<file path="config.mk">
export PLATFORM = sky130hd
export DESIGN_NAME = refclk_div
export DESIGN_NICKNAME = d
export VERILOG_FILES = /design/src/rtl/refclk_div.sv
export SDC_FILE = /design/constraint.sdc
export NUM_CORES = 1
export LEC_CHECK = 0
export ABC_AREA = 1
export BUFFER_PORTS_ARGS = -buffer_cell sky130_fd_sc_hd__buf_2
export CELL_PAD_IN_SITES_DETAIL_PLACEMENT = 0
export CELL_PAD_IN_SITES_GLOBAL_PLACEMENT = 2
export CORE_ASPECT_RATIO = 1.5
export CORE_UTILIZATION = 27
export DETAILED_ROUTE_END_ITERATION = 16
export PLACE_DENSITY_LB_ADDON = 0.25
export RECOVER_POWER = 100
export SYNTH_ARGS = -nofsm -noshare
export SYNTH_HDL_FRONTEND = slang
export SYNTH_SLANG_ARGS = --single-unit
export TNS_END_PERCENT = 10
</file>
<file path="constraint.sdc">
create_clock -name clk -period 2.1 [get_ports clk]
set_input_delay 0.42 -clock clk [delete_from_list [all_inputs] [get_ports clk]]
set_output_delay 0.42 -clock clk [all_outputs]
set_load 0.02 [all_outputs]
</file>
<file path="src/rtl/refclk_div.sv">
module refclk_div #(
  parameter int          NUM_SRC  = 4,
  parameter int          NUM_OUT  = 2,
  parameter int          SEL_W    = 2,
  parameter int          DIV_W    = 6,
  parameter int          CTRL_W   = 32,
  parameter int          SEL_LSB  = 4,
  parameter int          DIV_LSB  = 8,
  parameter logic [31:0] RST_CTRL = 32'h0000_3F03
) (
  input  logic               clk,
  input  logic               rst_n,
  input  logic [NUM_SRC-1:0] src_tick,
  input  logic [CTRL_W-1:0]  ctrl,
  output logic [NUM_OUT-1:0] out_tick
);

  localparam logic [SEL_W-1:0] SEL_RST = RST_CTRL[SEL_LSB +: SEL_W];
  localparam logic [DIV_W-1:0] DIV_RST = RST_CTRL[DIV_LSB +: DIV_W];

  logic [SEL_W-1:0] sel, sel_q, src_idx;
  logic [DIV_W-1:0] div, div_q, last, cnt;
  logic             tick, chg, fire;
  logic             unused_bits;

  assign sel     = ctrl[SEL_LSB +: SEL_W];
  assign div     = ctrl[DIV_LSB +: DIV_W];
  assign src_idx = (sel == SEL_W'(1)) ? '0 : sel;
  assign tick    = src_tick[src_idx];
  assign last    = (div == '0) ? '0 : div - DIV_W'(1);
  assign chg     = (sel != sel_q) || (div != div_q);
  assign fire    = !chg && tick && (cnt >= last);
  assign unused_bits = ^ctrl;

  always_ff @(posedge clk or negedge rst_n) begin
    if (!rst_n) begin
      sel_q <= SEL_RST;
      div_q <= DIV_RST;
      cnt   <= '0;
    end else begin
      sel_q <= sel;
      div_q <= div;
      if (chg)
        cnt <= '0;
      else if (tick)
        cnt <= (cnt >= last) ? '0 : cnt + DIV_W'(1);
    end
  end

  for (genvar i = 0; i < NUM_OUT; i++) begin : g_out
    always_ff @(posedge clk or negedge rst_n) begin
      if (!rst_n) out_tick[i] <= 1'b0;
      else        out_tick[i] <= fire && ctrl[i];
    end


    out_en_chk: assert property (@(posedge clk) disable iff (!rst_n)
      out_tick[i] |-> $past(ctrl[i]));
  end


  always @(posedge clk) begin
    if (!rst_n) reset_quiet_chk: assert (out_tick == '0);
  end


  out_src_chk: assert property (@(posedge clk) disable iff (!rst_n)
    (|out_tick) |-> $past(src_tick[src_idx]));


  restart_quiet_chk: assert property (@(posedge clk) disable iff (!rst_n)
    chg |=> (out_tick == '0));


  cnt_range_chk: assert property (@(posedge clk) disable iff (!rst_n)
    !chg |-> (cnt <= last));

endmodule

</file>
## Word-level counts from Yosys, hierarchy flattened

Cells that the tools add are included.

| cells by class | value |
|---|---|
| $add $sub $neg | 2 |
| order comparisons | 2 |
| equal/unequal tests | 3 |
| multiplexer cells | 7 |
| reduce and logical (&&, ||, !) cells | 8 |

Operators by type and width:

| cell | number |
|---|---|
| 2-to-1 mux 6 bit | 4 |
| adder 6 x 1 -> 6 bit (second input constant) | 1 |
| >= comparator 6 bit | 1 |
| zero test 6 bit | 1 |
| inequality test 6 bit | 1 |
| subtractor 6 x 1 -> 6 bit (second input constant) | 1 |
| logical AND 1 bit | 4 |
| < comparator 2 x 3 -> 1 bit (second input constant) | 1 |
| binary-select mux 1 bit (select 2 bit) | 1 |
| == test 2 x 1 -> 1 bit (second input constant) | 1 |
| 2-to-1 mux 2 bit | 1 |
| inequality test 2 bit | 1 |
| nonzero test 2 bit | 1 |
| zero test 1 bit | 1 |
| logical OR 1 bit | 1 |
| 2-to-1 mux 1 bit | 1 |

| word-level totals | value |
|---|---|
| register bits after elaboration | 16 |
| bits of input ports | 38 |
| output and inout port bits | 2 |
| logic and storage cells | 27 |

## Longest topological paths before layout

Gate-level depths: netlist of the first run.

| depth | value |
|---|---|
| depth after elaboration | 7 |
| mapped depth | 17 |
| mapped depth without buffers | 17 |

## Worst setup path after synthesis of the first run

Ideal clock, no wire load.

| path | value |
|---|---|
| path type | input port to flip-flop |
| from | input port ctrl[8] |
| to | register cnt[0] |
| setup time | 0.065 ns |
| arrival time | 1.825 ns |
| data required time | 2.035 ns |
| path slack | 0.210 ns |
| stages on the path | 14 |
| path buffers | 0 |
| path through | inv_2 -> ha_1 -> nand2_1 -> nor2_1 -> nor3_1 -> a21oi_1 -> ha_1 -> nand2_1 -> inv_1 -> a21oi_1 -> nand2_1 -> nor2_1 -> nand3_1 -> nand2_1 |

| on the way | value |
|---|---|
| longest elaborated chain between the ends | 6 |
| elaborated cells between the ends (all ways) | 10 |
| those cells by class | add/sub (1); order compare (1); eq/ne (1); mux (4); reduce/logical (3) |

RTL lines:

| item | RTL line | source |
|---|---|---|
| start: declaration | 14 | `input logic [CTRL_W-1:0] ctrl,` |
| subtractor 6 x 1 -> 6 bit / zero test 6 bit (equally long branches) | 30 | `assign last = (div == '0) ? '0 : div - DIV_W'(1);` |
| 2-to-1 mux 6 bit | 30 |  |
| >= comparator 6 bit | 46 | `cnt <= (cnt >= last) ? '0 : cnt + DIV_W'(1);` |
| 2-to-1 mux 6 bit | 46 |  |
| 2-to-1 mux 6 bit | 45 | `else if (tick)` |
| 2-to-1 mux 6 bit | 43 | `if (chg)` |
| end signal: assignment | 46 |  |
| end: declaration | 22 | `logic [DIV_W-1:0] div, div_q, last, cnt;` |

Several ways; a longest one is shown, not always the timed one. The select of a mux whose other input is x is not followed.
A chain may end at the register's enable or synchronous reset.

## Worst setup path after layout of the first run

| path | value |
|---|---|
| from | input port ctrl[8] |
| to | register cnt[5] |

Same word-level chain as after synthesis.

==> flow_metrics.env, run 1 <==
export IMPL_numCtsBuffers=3
export IMPL_drt_pass1_iter_count=4
export IMPL_final_cell_mix="nand2_1 (53), inv_1 (27), nor2_1 (20)"
export IMPL_avgSynthCellArea_sq_um=6.74
export IMPL_layout_commonest_cell="nand2_1"
export IMPL_slew_viol_final=0
export IMPL_cp_required_ns=2.29
export IMPL_fin_ws_ns=0.223
export IMPL_ctsHtreeMaxLevel=1
export IMPL_grt_busiest_layer="met2"
export IMPL_syn_num_nets=208
export IMPL_worstSetupPathType="in2reg"
export IMPL_worst_setup_path_start_kind="input pin"
export IMPL_avgViaCountPerCell=4.35
export IMPL_min_path_type="in2async"
export IMPL_pin_count=40
export IMPL_core_sq_mm=0.00392
export IMPL_seq_area_frac_synth_pct=37.3
export IMPL_drt_iter0_drc=15
export IMPL_die_area_sq_mm=0.00431
export IMPL_hold_buffers=0
export IMPL_die_w_um=53.9
export IMPL_antenna_cells_inserted=0
export IMPL_drive_gt1_share_pct=21.2
export IMPL_numPortBuffers=16
export IMPL_clock_skew_final_ns=0.00239
export IMPL_ctsResizeCount=0
export IMPL_powerDensity_mw_per_mm2=523
export IMPL_arrival_ns=2.07
export IMPL_power_leakage_nw=0.772
export IMPL_cts_sinks=16
export IMPL_vias=1036
export IMPL_fmax_mhz=533
export IMPL_wirelength_mm=2.31
export IMPL_r2r_slack_ns=0.57
export IMPL_grt_max_degree=17
export IMPL_num_rows=28
export IMPL_maxSlewHeadroom_pct=37.2
export IMPL_grt_pass1_wl_mm=4.09
export IMPL_grt_pass1_vias=1010
export IMPL_grt_usage_pct=13.1
export IMPL_synth_cell_types=17
export IMPL_die_h_um=79.9
export IMPL_postCtsSetupRepairBufs=0
export IMPL_gp_congestion=0.743
export IMPL_drc_errors=0
export IMPL_antenna_found_initial=0
export IMPL_worstMarginPinSlew_ns=0.942
export IMPL_r2r_end="cnt[5]"
export IMPL_grt_ovfl_total=0
export IMPL_r2r_cells=11
export IMPL_wl_per_cell_um=9.69
export IMPL_fin_crit_ns=1.88
export IMPL_multi_input_area_sq_um=561
export IMPL_cts_tree="yes"
export IMPL_use_met2_pct=22.7
export IMPL_period_share_pct=89.4
export IMPL_clk_latency_ns=0.25
export IMPL_dp_slack_ns=-0.146
export IMPL_finalNetCount=240
export IMPL_synthCells=162
export IMPL_synthToLayoutAreaGrowth_pct=24.2
export IMPL_final_hold_viol_count=0
export IMPL_status="finished, final reports clean"
export IMPL_synth_ff_latch_count=16
export IMPL_fillerInstances=460
export IMPL_drv_cap=0
export IMPL_seq_area_sq_um=408
export IMPL_setup_viol=0
export IMPL_rsz0062_at_grt="no"
export IMPL_cts_root_buf="clkbuf_8"
export IMPL_final_cells=238
export IMPL_synthesis_area_sq_mm=0.00109
export IMPL_grt_util_met3_pct=2.48
export IMPL_synth_warnings=0
export IMPL_worstPathMaxFanout=7
export IMPL_hpwl_mm=1.80
export IMPL_worstReg2RegStart="cnt[0]"
export IMPL_ant_nets=0
export IMPL_initial_utilization_pct=27.8
export IMPL_path_clk_slew_ns=0.07
export IMPL_met1_usage_pct=14.6
export IMPL_cts_buffer_depth=2
export IMPL_dp_cells=234
export IMPL_endpoint_kind="register"
export IMPL_vdd_ir_drop_max_v=0.000244
## power breakdown
group | internal [mW] | switching (mW) | total [mW]
registers | 0.321 | 0.00391 | 0.325
logic | 0.0421 | 0.0609 | 0.103
clock network | 0.166 | 0.116 | 0.282
## cells in the mapped netlist
cell	count	area share [%]
xor2_1	1	0.80
o21ai_0	2	0.92
buf_6	1	1.0
a21oi_1	2	0.92
nor2_1	20	6.9
inv_1	27	9.3
nor3_1	2	0.92
nand2_1	54	19
dfrtp_1	10	23
dfstp_2	6	14
xnor2_1	2	1.6
nand3_1	18	8.2
nor2_4	1	1.0
or2_2	1	0.57
ha_1	8	9.2
inv_2	6	2.1
o211ai_1	1	0.69
## stage by stage
stage / hold WS (ns) / TNS (ns) / utilization [%] / total power, mW / cell area (sq um)
6_report: 0.288 / 0 / 34.6 / 0.710 / 1360
5_1_grt: 0.309 / 0 / 34.6 / 0.752 / 1360
4_1_cts: 0.100 / 0 / 34.7 / 0.724 / 1360
3_5_place_dp: 0.374 / -1.06 / 33.3 / 0.438 / 1310
3_3_place_gp: 0.369 / -1.20 / 33.3 / 0.437 / 1310
2_1_floorplan: 0.124 / 0 / - / 0.383 / 1090
## flip-flops by register name, indices dropped and copies added (netlist names)
signal	flops
sel_q	2
cnt	6
div_q	6
out_tick	2
## cell families (layout without fill, tap and decap cells)
family	Yosys count	in the layout	share of synthesized area (%)
xor gates and xnor gates	3	3	2.41
adders and majority gates	8	8	9.16
DFF	16	16	37.3
buffers and inverters	34	65	12.4
and+or+nand+nor	96	96	36.2
AOI/OAI and AO/OA	5	5	2.52
## metal layers
metal  share of wire [%]  routed length [um]
met1                  45                1040
met2                  49                1140
met5                   0                   0
met3                 3.9                  91
met4                 1.4                  33
## cell type report
class,count,area share [%]
Tap cell,45,4.15
Multi-Input combinational cell,112,41.3
Timing Repair Buffer,28,11.3
Inverter,33,9.13
Sequential cell,16,30.1
Clock buffer,4,4.06
## worst max-delay path by stage
stage | startpoint | to | slack [ns] | cells past startpoint
floorplan | ctrl[8] | cnt[0] | 0.21 | 14
global placement | ctrl[8] | cnt[5] | -0.16 | 15
detailed placement | ctrl[8] | cnt[5] | -0.15 | 15
CTS | ctrl[8] | cnt[5] | 0.12 | 15
global route | ctrl[8] | cnt[5] | 0.01 | 16
finish | ctrl[8] | cnt[5] | 0.22 | 15
## worst max-delay path: stages
cell	delay, ns
buf_2	0.11
inv_2	0.04
ha_1	0.19
nand2_1	0.09
nor2_1	0.06
nor3_1	0.16
a21oi_1	0.06
ha_1	0.28
nand2_1	0.09
inv_1	0.05
a21oi_2	0.14
nand2_2	0.12
nor2_1	0.11
nand3_1	0.07
nand2_1	0.07
Note: power is estimated with default switching activity, not from simulation.
==> run 2: changes to the inputs <==
Settings changed: CORE_UTILIZATION 27 to 22.
Clock period 2.1 ns to 1.72 ns, I/O delays scaled along.
==> flow_metrics.env, run 2 (synthesis results as in run 1) <==
export IMPL_antenna_cells_inserted=0
export IMPL_fin_crit_ns=1.73
export IMPL_final_hold_viol_count=0
export IMPL_switchingPower_mw=0.238
export IMPL_min_path_type="in2async"
export IMPL_power_leakage_nw=0.830
export IMPL_pwr_share_comb_pct=17.9
export IMPL_layout_commonest_cell="nand2_1"
export IMPL_core_sq_mm=0.00481
export IMPL_powerDensity_mw_per_mm2=583
export IMPL_dp_slack_ns=-0.455
export IMPL_slew_viol_final=0
export IMPL_fin_ws_ns=-0.0115
export IMPL_rsz0062_at_grt="yes"
export IMPL_wirelength_mm=2.58
export IMPL_clock_skew_final_ns=0.00185
export IMPL_hpwl_mm=2.00
export IMPL_crit_start="ctrl[10]"
export IMPL_ant_nets=0
export IMPL_wl_per_cell_um=9.89
export IMPL_grt_max_degree=17
export IMPL_worstReg2RegStart="div_q[5]"
export IMPL_initial_utilization_pct=22.7
export IMPL_cts_root_buf="clkbuf_8"
export IMPL_cts_sinks=16
export IMPL_grt_ovfl_total=0
export IMPL_wl_met2_mm=1.34
export IMPL_setup_viol=2
export IMPL_status="complete, but fails checks"
export IMPL_grt_pass1_vias=992
export IMPL_vdd_ir_drop_max_v=0.000363
export IMPL_arrival_ns=1.93
export IMPL_gp_congestion=0.715
export IMPL_cts_buffer_depth=2
export IMPL_top_regs="cnt (6), div_q (6)"
export IMPL_antenna_found_initial=0
export IMPL_power_mw=0.905
export IMPL_pin_count=40
export IMPL_path_clk_slew_ns=0.07
export IMPL_seqPwrFrac_pct=43.8
export IMPL_ctsHtreeMaxLevel=1
export IMPL_endpoint_kind="register"
export IMPL_drt_pass1_iter_count=3
export IMPL_final_cell_mix="nand2_1 (50), inv_1 (26), nand3_1 (15), nor2_1 (15), buf_4 (13)"
export IMPL_fmax_mhz=578
export IMPL_cp_required_ns=1.91
export IMPL_worst_setup_path_start_kind="input pin"
export IMPL_cts_tree="yes"
export IMPL_met3_length_um=54
export IMPL_grt_pass1_wl_mm=4.35
export IMPL_p_clk_share_pct=38.3
export IMPL_die_w_um=59.5
export IMPL_clk_latency_ns=0.25
export IMPL_period_share_pct=101
export IMPL_numPortBuffers=16
export IMPL_num_rows=31
export IMPL_worstPathMaxFanout=7
export IMPL_finalNetCount=242
export IMPL_worstSetupPathType="in2reg"
export IMPL_worstMarginPinSlew_ns=0.941
export IMPL_drive_gt1_share_pct=31.8
export IMPL_top_layer="met4"
export IMPL_post_dp_cell_area_sq_mm=0.00138
export IMPL_avgViaCountPerCell=3.97
export IMPL_final_area_sq_mm=0.00155
export IMPL_vias=1035
export IMPL_drc_errors=0
export IMPL_drt_iter0_drc=14
export IMPL_netSwitchingFraction_pct=26.3
export IMPL_p_int_mw=0.667
export IMPL_maxSlewHeadroom_pct=37.3
export IMPL_die_area_sq_mm=0.00526
export IMPL_failed_checks="setup timing"
export IMPL_synthToLayoutAreaGrowth_pct=42.0
export IMPL_grt_usage_pct=11.0
export IMPL_numCtsBuffers=3
export IMPL_drv_cap=0
export IMPL_die_h_um=88.3
export IMPL_route_layer_met1_wl_mm=1.16
==> run 2: path summary, 6_finish.rpt <==
path,end,slack [ns],cells past startpoint
worst max-delay path,cnt[5],-0.01,16
worst min-delay path,sel_q[1],0.21,1
worst max register to register,out_tick[0],0.23,8
worst min register to register,cnt[4],0.60,2
max in group asynchronous,cnt[3],0.94,1
min in group clk,sel_q[1],0.26,1
==> run 2: per-layer routing <==
metal | global-route usage [%] | vias up
met3 | 1.75 | 2
li1 | - | 560
met1 | 13.0 | 464
met2 | 19.7 | 9
met4 | 3.81 | 0
met5 | 0 | -
==> run 2: area by class of cell <==
cell class / count / area (sq um)
Inverter: 33 / 144
Tap cell: 66 / 82.6
Fill cell: 552 / 3260
Multi-Input combinational cell: 112 / 652
Clock buffer: 4 / 55.1
Timing Repair Buffer: 30 / 210
Sequential cell: 16 / 408
==> run 2: power groups by stage <==
stage               clock (mW)  sequential, mW  combinational (mW)
floorplan                    0           0.402              0.0714
global placement             0           0.403               0.142
detailed placement           0           0.403               0.143
CTS                      0.367           0.396               0.157
global route             0.379           0.398               0.185
finish                   0.347           0.396               0.162
==> run 2: worst max-delay path: stages <==
cell and delay (ns):
buf_4 0.13, buf_4 0.13, inv_2 0.06, nand2_4 0.06, inv_2 0.06, nand3_1 0.06
o21ai_0 0.08, inv_1 0.06, ha_1 0.27, nand2_1 0.08, inv_1 0.05, a21oi_2 0.15
nand2_4 0.12, nor2_1 0.11, nand3_1 0.07, nand2_1 0.08
==> run 2: metrics by stage <==
step	utilization (%)	cells	TNS (ns)	hold WS, ns
3_3_place_gp	28.6	255	-3.36	0.296
4_1_cts	31.1	260	-0.171	0.0267
5_1_grt	32.3	261	-0.847	0.256
2_1_floorplan	-	162	-0.162	0.0484
6_report	32.3	261	-0.0177	0.213
3_5_place_dp	28.6	255	-3.48	0.306
==> run 2: repair_timing <==
item	4_1_cts	5_1_grt
pin swaps	11	16
setup buffers	1	1
hold buffers	0	0
setup endpoints to repair	8	8
resized for setup	16	12
endpoints found under the hold margin	0	0
==> run 3: changes to the inputs <==
Settings changed: CORE_UTILIZATION 22 to 25.
Clock period 1.72 ns to 1.7 ns, I/O delays scaled along.
==> flow_metrics.env, run 3 (synthesis results as in run 1) <==
export IMPL_synthToLayoutAreaGrowth_pct=34.6
export IMPL_r2r_cells=8
export IMPL_hold_buffers=0
export IMPL_grt_max_degree=17
export IMPL_r2r_slack_ns=0.22
export IMPL_worstMarginPinSlew_ns=0.968
export IMPL_path_buf_inv=3
export IMPL_rsz0062_at_grt="yes"
export IMPL_r2r_end="out_tick[1]"
export IMPL_antenna_found_initial=0
export IMPL_numPortBuffers=16
export IMPL_die_w_um=56.0
export IMPL_grt_pass1_vias=1087
export IMPL_core_sq_mm=0.00421
export IMPL_endpoint_kind="register"
export IMPL_drv_cap=0
export IMPL_vias=1028
export IMPL_pin_count=40
export IMPL_crit_family="simple AND/OR/NAND/NOR gates"
export IMPL_cp_required_ns=1.90
export IMPL_power_mw=0.857
export IMPL_dp_cells=235
export IMPL_final_cells=238
export IMPL_grt_usage_pct=12.4
export IMPL_vdd_ir_drop_max_v=0.000346
export IMPL_drc_errors=0
export IMPL_critPathMaxStageDelay_ns=0.30
export IMPL_grt_ovfl_total=0
export IMPL_finalNetCount=240
export IMPL_avgViaCountPerCell=4.32
export IMPL_power_leakage_nw=0.799
export IMPL_utilization_pct=34.9
export IMPL_fmax_mhz=593
export IMPL_final_cell_mix="nand2_1 (50), inv_1 (26), nand3_1 (16)"
export IMPL_clk_latency_ns=0.25
export IMPL_hold_start="ctrl[9]"
export IMPL_final_hold_viol_count=0
export IMPL_cts_tree="yes"
export IMPL_whs_ns=0.212
export IMPL_powerDensity_mw_per_mm2=583
export IMPL_top_regs="cnt (6), div_q (6)"
export IMPL_arrival_ns=1.88
export IMPL_maxSlewHeadroom_pct=35.5
export IMPL_num_rows=29
export IMPL_drt_iter0_drc=30
export IMPL_drt_pass1_iter_count=2
export IMPL_cts_root_buf="clkbuf_8"
export IMPL_initial_utilization_pct=26.0
export IMPL_crit_slowest_cell="ha_1"
export IMPL_worstReg2RegStart="div_q[5]"
export IMPL_slew_viol_final=0
export IMPL_wl_per_cell_um=10.7
export IMPL_die_area_sq_mm=0.00464
export IMPL_ant_nets=0
export IMPL_period_share_pct=99.2
export IMPL_cts_buffer_depth=2
export IMPL_critPathMostFrequentCell="nand2_4"
export IMPL_tns_ns=0
export IMPL_path_cells="buf_12 > inv_12 > ha_4 > nand2_4 > nor2_4 > nor3_2 > a21oi_1 > ha_1 > nand2_2 > inv_1 > a21oi_2 > nand2_4 > nor2_2 > nand3_1 > nand2_1"
export IMPL_worst_setup_path_start_kind="input pin"
export IMPL_status="finished, final reports clean"
export IMPL_ctsHtreeMaxLevel=1
export IMPL_gp_congestion=0.815
export IMPL_whs_endpoint="div_q[1]"
export IMPL_wirelength_mm=2.55
export IMPL_antenna_cells_inserted=0
export IMPL_worstSetupPathType="in2reg"
export IMPL_fin_crit_ns=1.69
export IMPL_min_path_type="in2reg"
export IMPL_layout_commonest_cell="nand2_1"
export IMPL_hold_depth=1
export IMPL_worstPathMaxFanout=7
export IMPL_clock_skew_final_ns=0.00562
export IMPL_hpwl_mm=1.96
export IMPL_drive_gt1_share_pct=28.6
export IMPL_die_h_um=83.0
export IMPL_path_clk_slew_ns=0.07
export IMPL_grt_pass1_wl_mm=4.57
export IMPL_cts_sinks=16
export IMPL_setup_viol=0
export IMPL_numCtsBuffers=3
-- run 3: cell type report --
type | count | area, sq um
repair buffers | 28 | 190
fillers | 479 | 2740
well taps | 46 | 57.6
inverters | 33 | 144
flip-flops and latches | 16 | 408
clock buffers | 3 | 41.3
multi-input cells | 112 | 629
-- run 3: power by group --
part / internal [mW] / total [mW] / switching, mW
sequential: 0.396 / 0.401 / 0.00501
clock: 0.157 / 0.300 / 0.142
combinational: 0.0667 / 0.156 / 0.0889
-- run 3: per-stage QoR --
stage | area, sq um | worst slack, ns
detailed placement | 1350 | -0.486
floorplan | 1130 | -0.0556
finish | 1470 | 0.0136
global placement | 1350 | -0.420
global route | 1470 | -0.143
CTS | 1480 | -0.0162
-- run 3: worst max-delay path by stage --
| stage | start | endpoint | slack, ns | cells past startpoint |
|---|---|---|---|---|
| floorplan | ctrl[9] | cnt[0] | -0.06 | 14 |
| global placement | ctrl[9] | cnt[1] | -0.42 | 13 |
| detailed placement | ctrl[9] | cnt[2] | -0.49 | 13 |
| CTS | ctrl[9] | cnt[1] | -0.02 | 15 |
| global route | ctrl[9] | cnt[4] | -0.14 | 15 |
| finish | ctrl[9] | cnt[2] | 0.01 | 15 |
-- run 3: routing by layer --
layer / GRT usage, % / vias to the layer above / share of wire (%)
met3: 2.34 / 6 / 2.9
met1: 13.6 / 456 / 43
li1: - / 551 / -
met4: 6.21 / 0 / 1.9
met5: 0 / - / 0
met2: 22.2 / 15 / 52
-- run 3: timing repair --
item                       in CTS  in global routing
gates cloned                    0                  0
buffers inserted                0                  0
gates resized for setup        22                  2
setup endpoints to repair       8                  8
hold endpoints to repair        0                  0
pin swaps                       8                  2
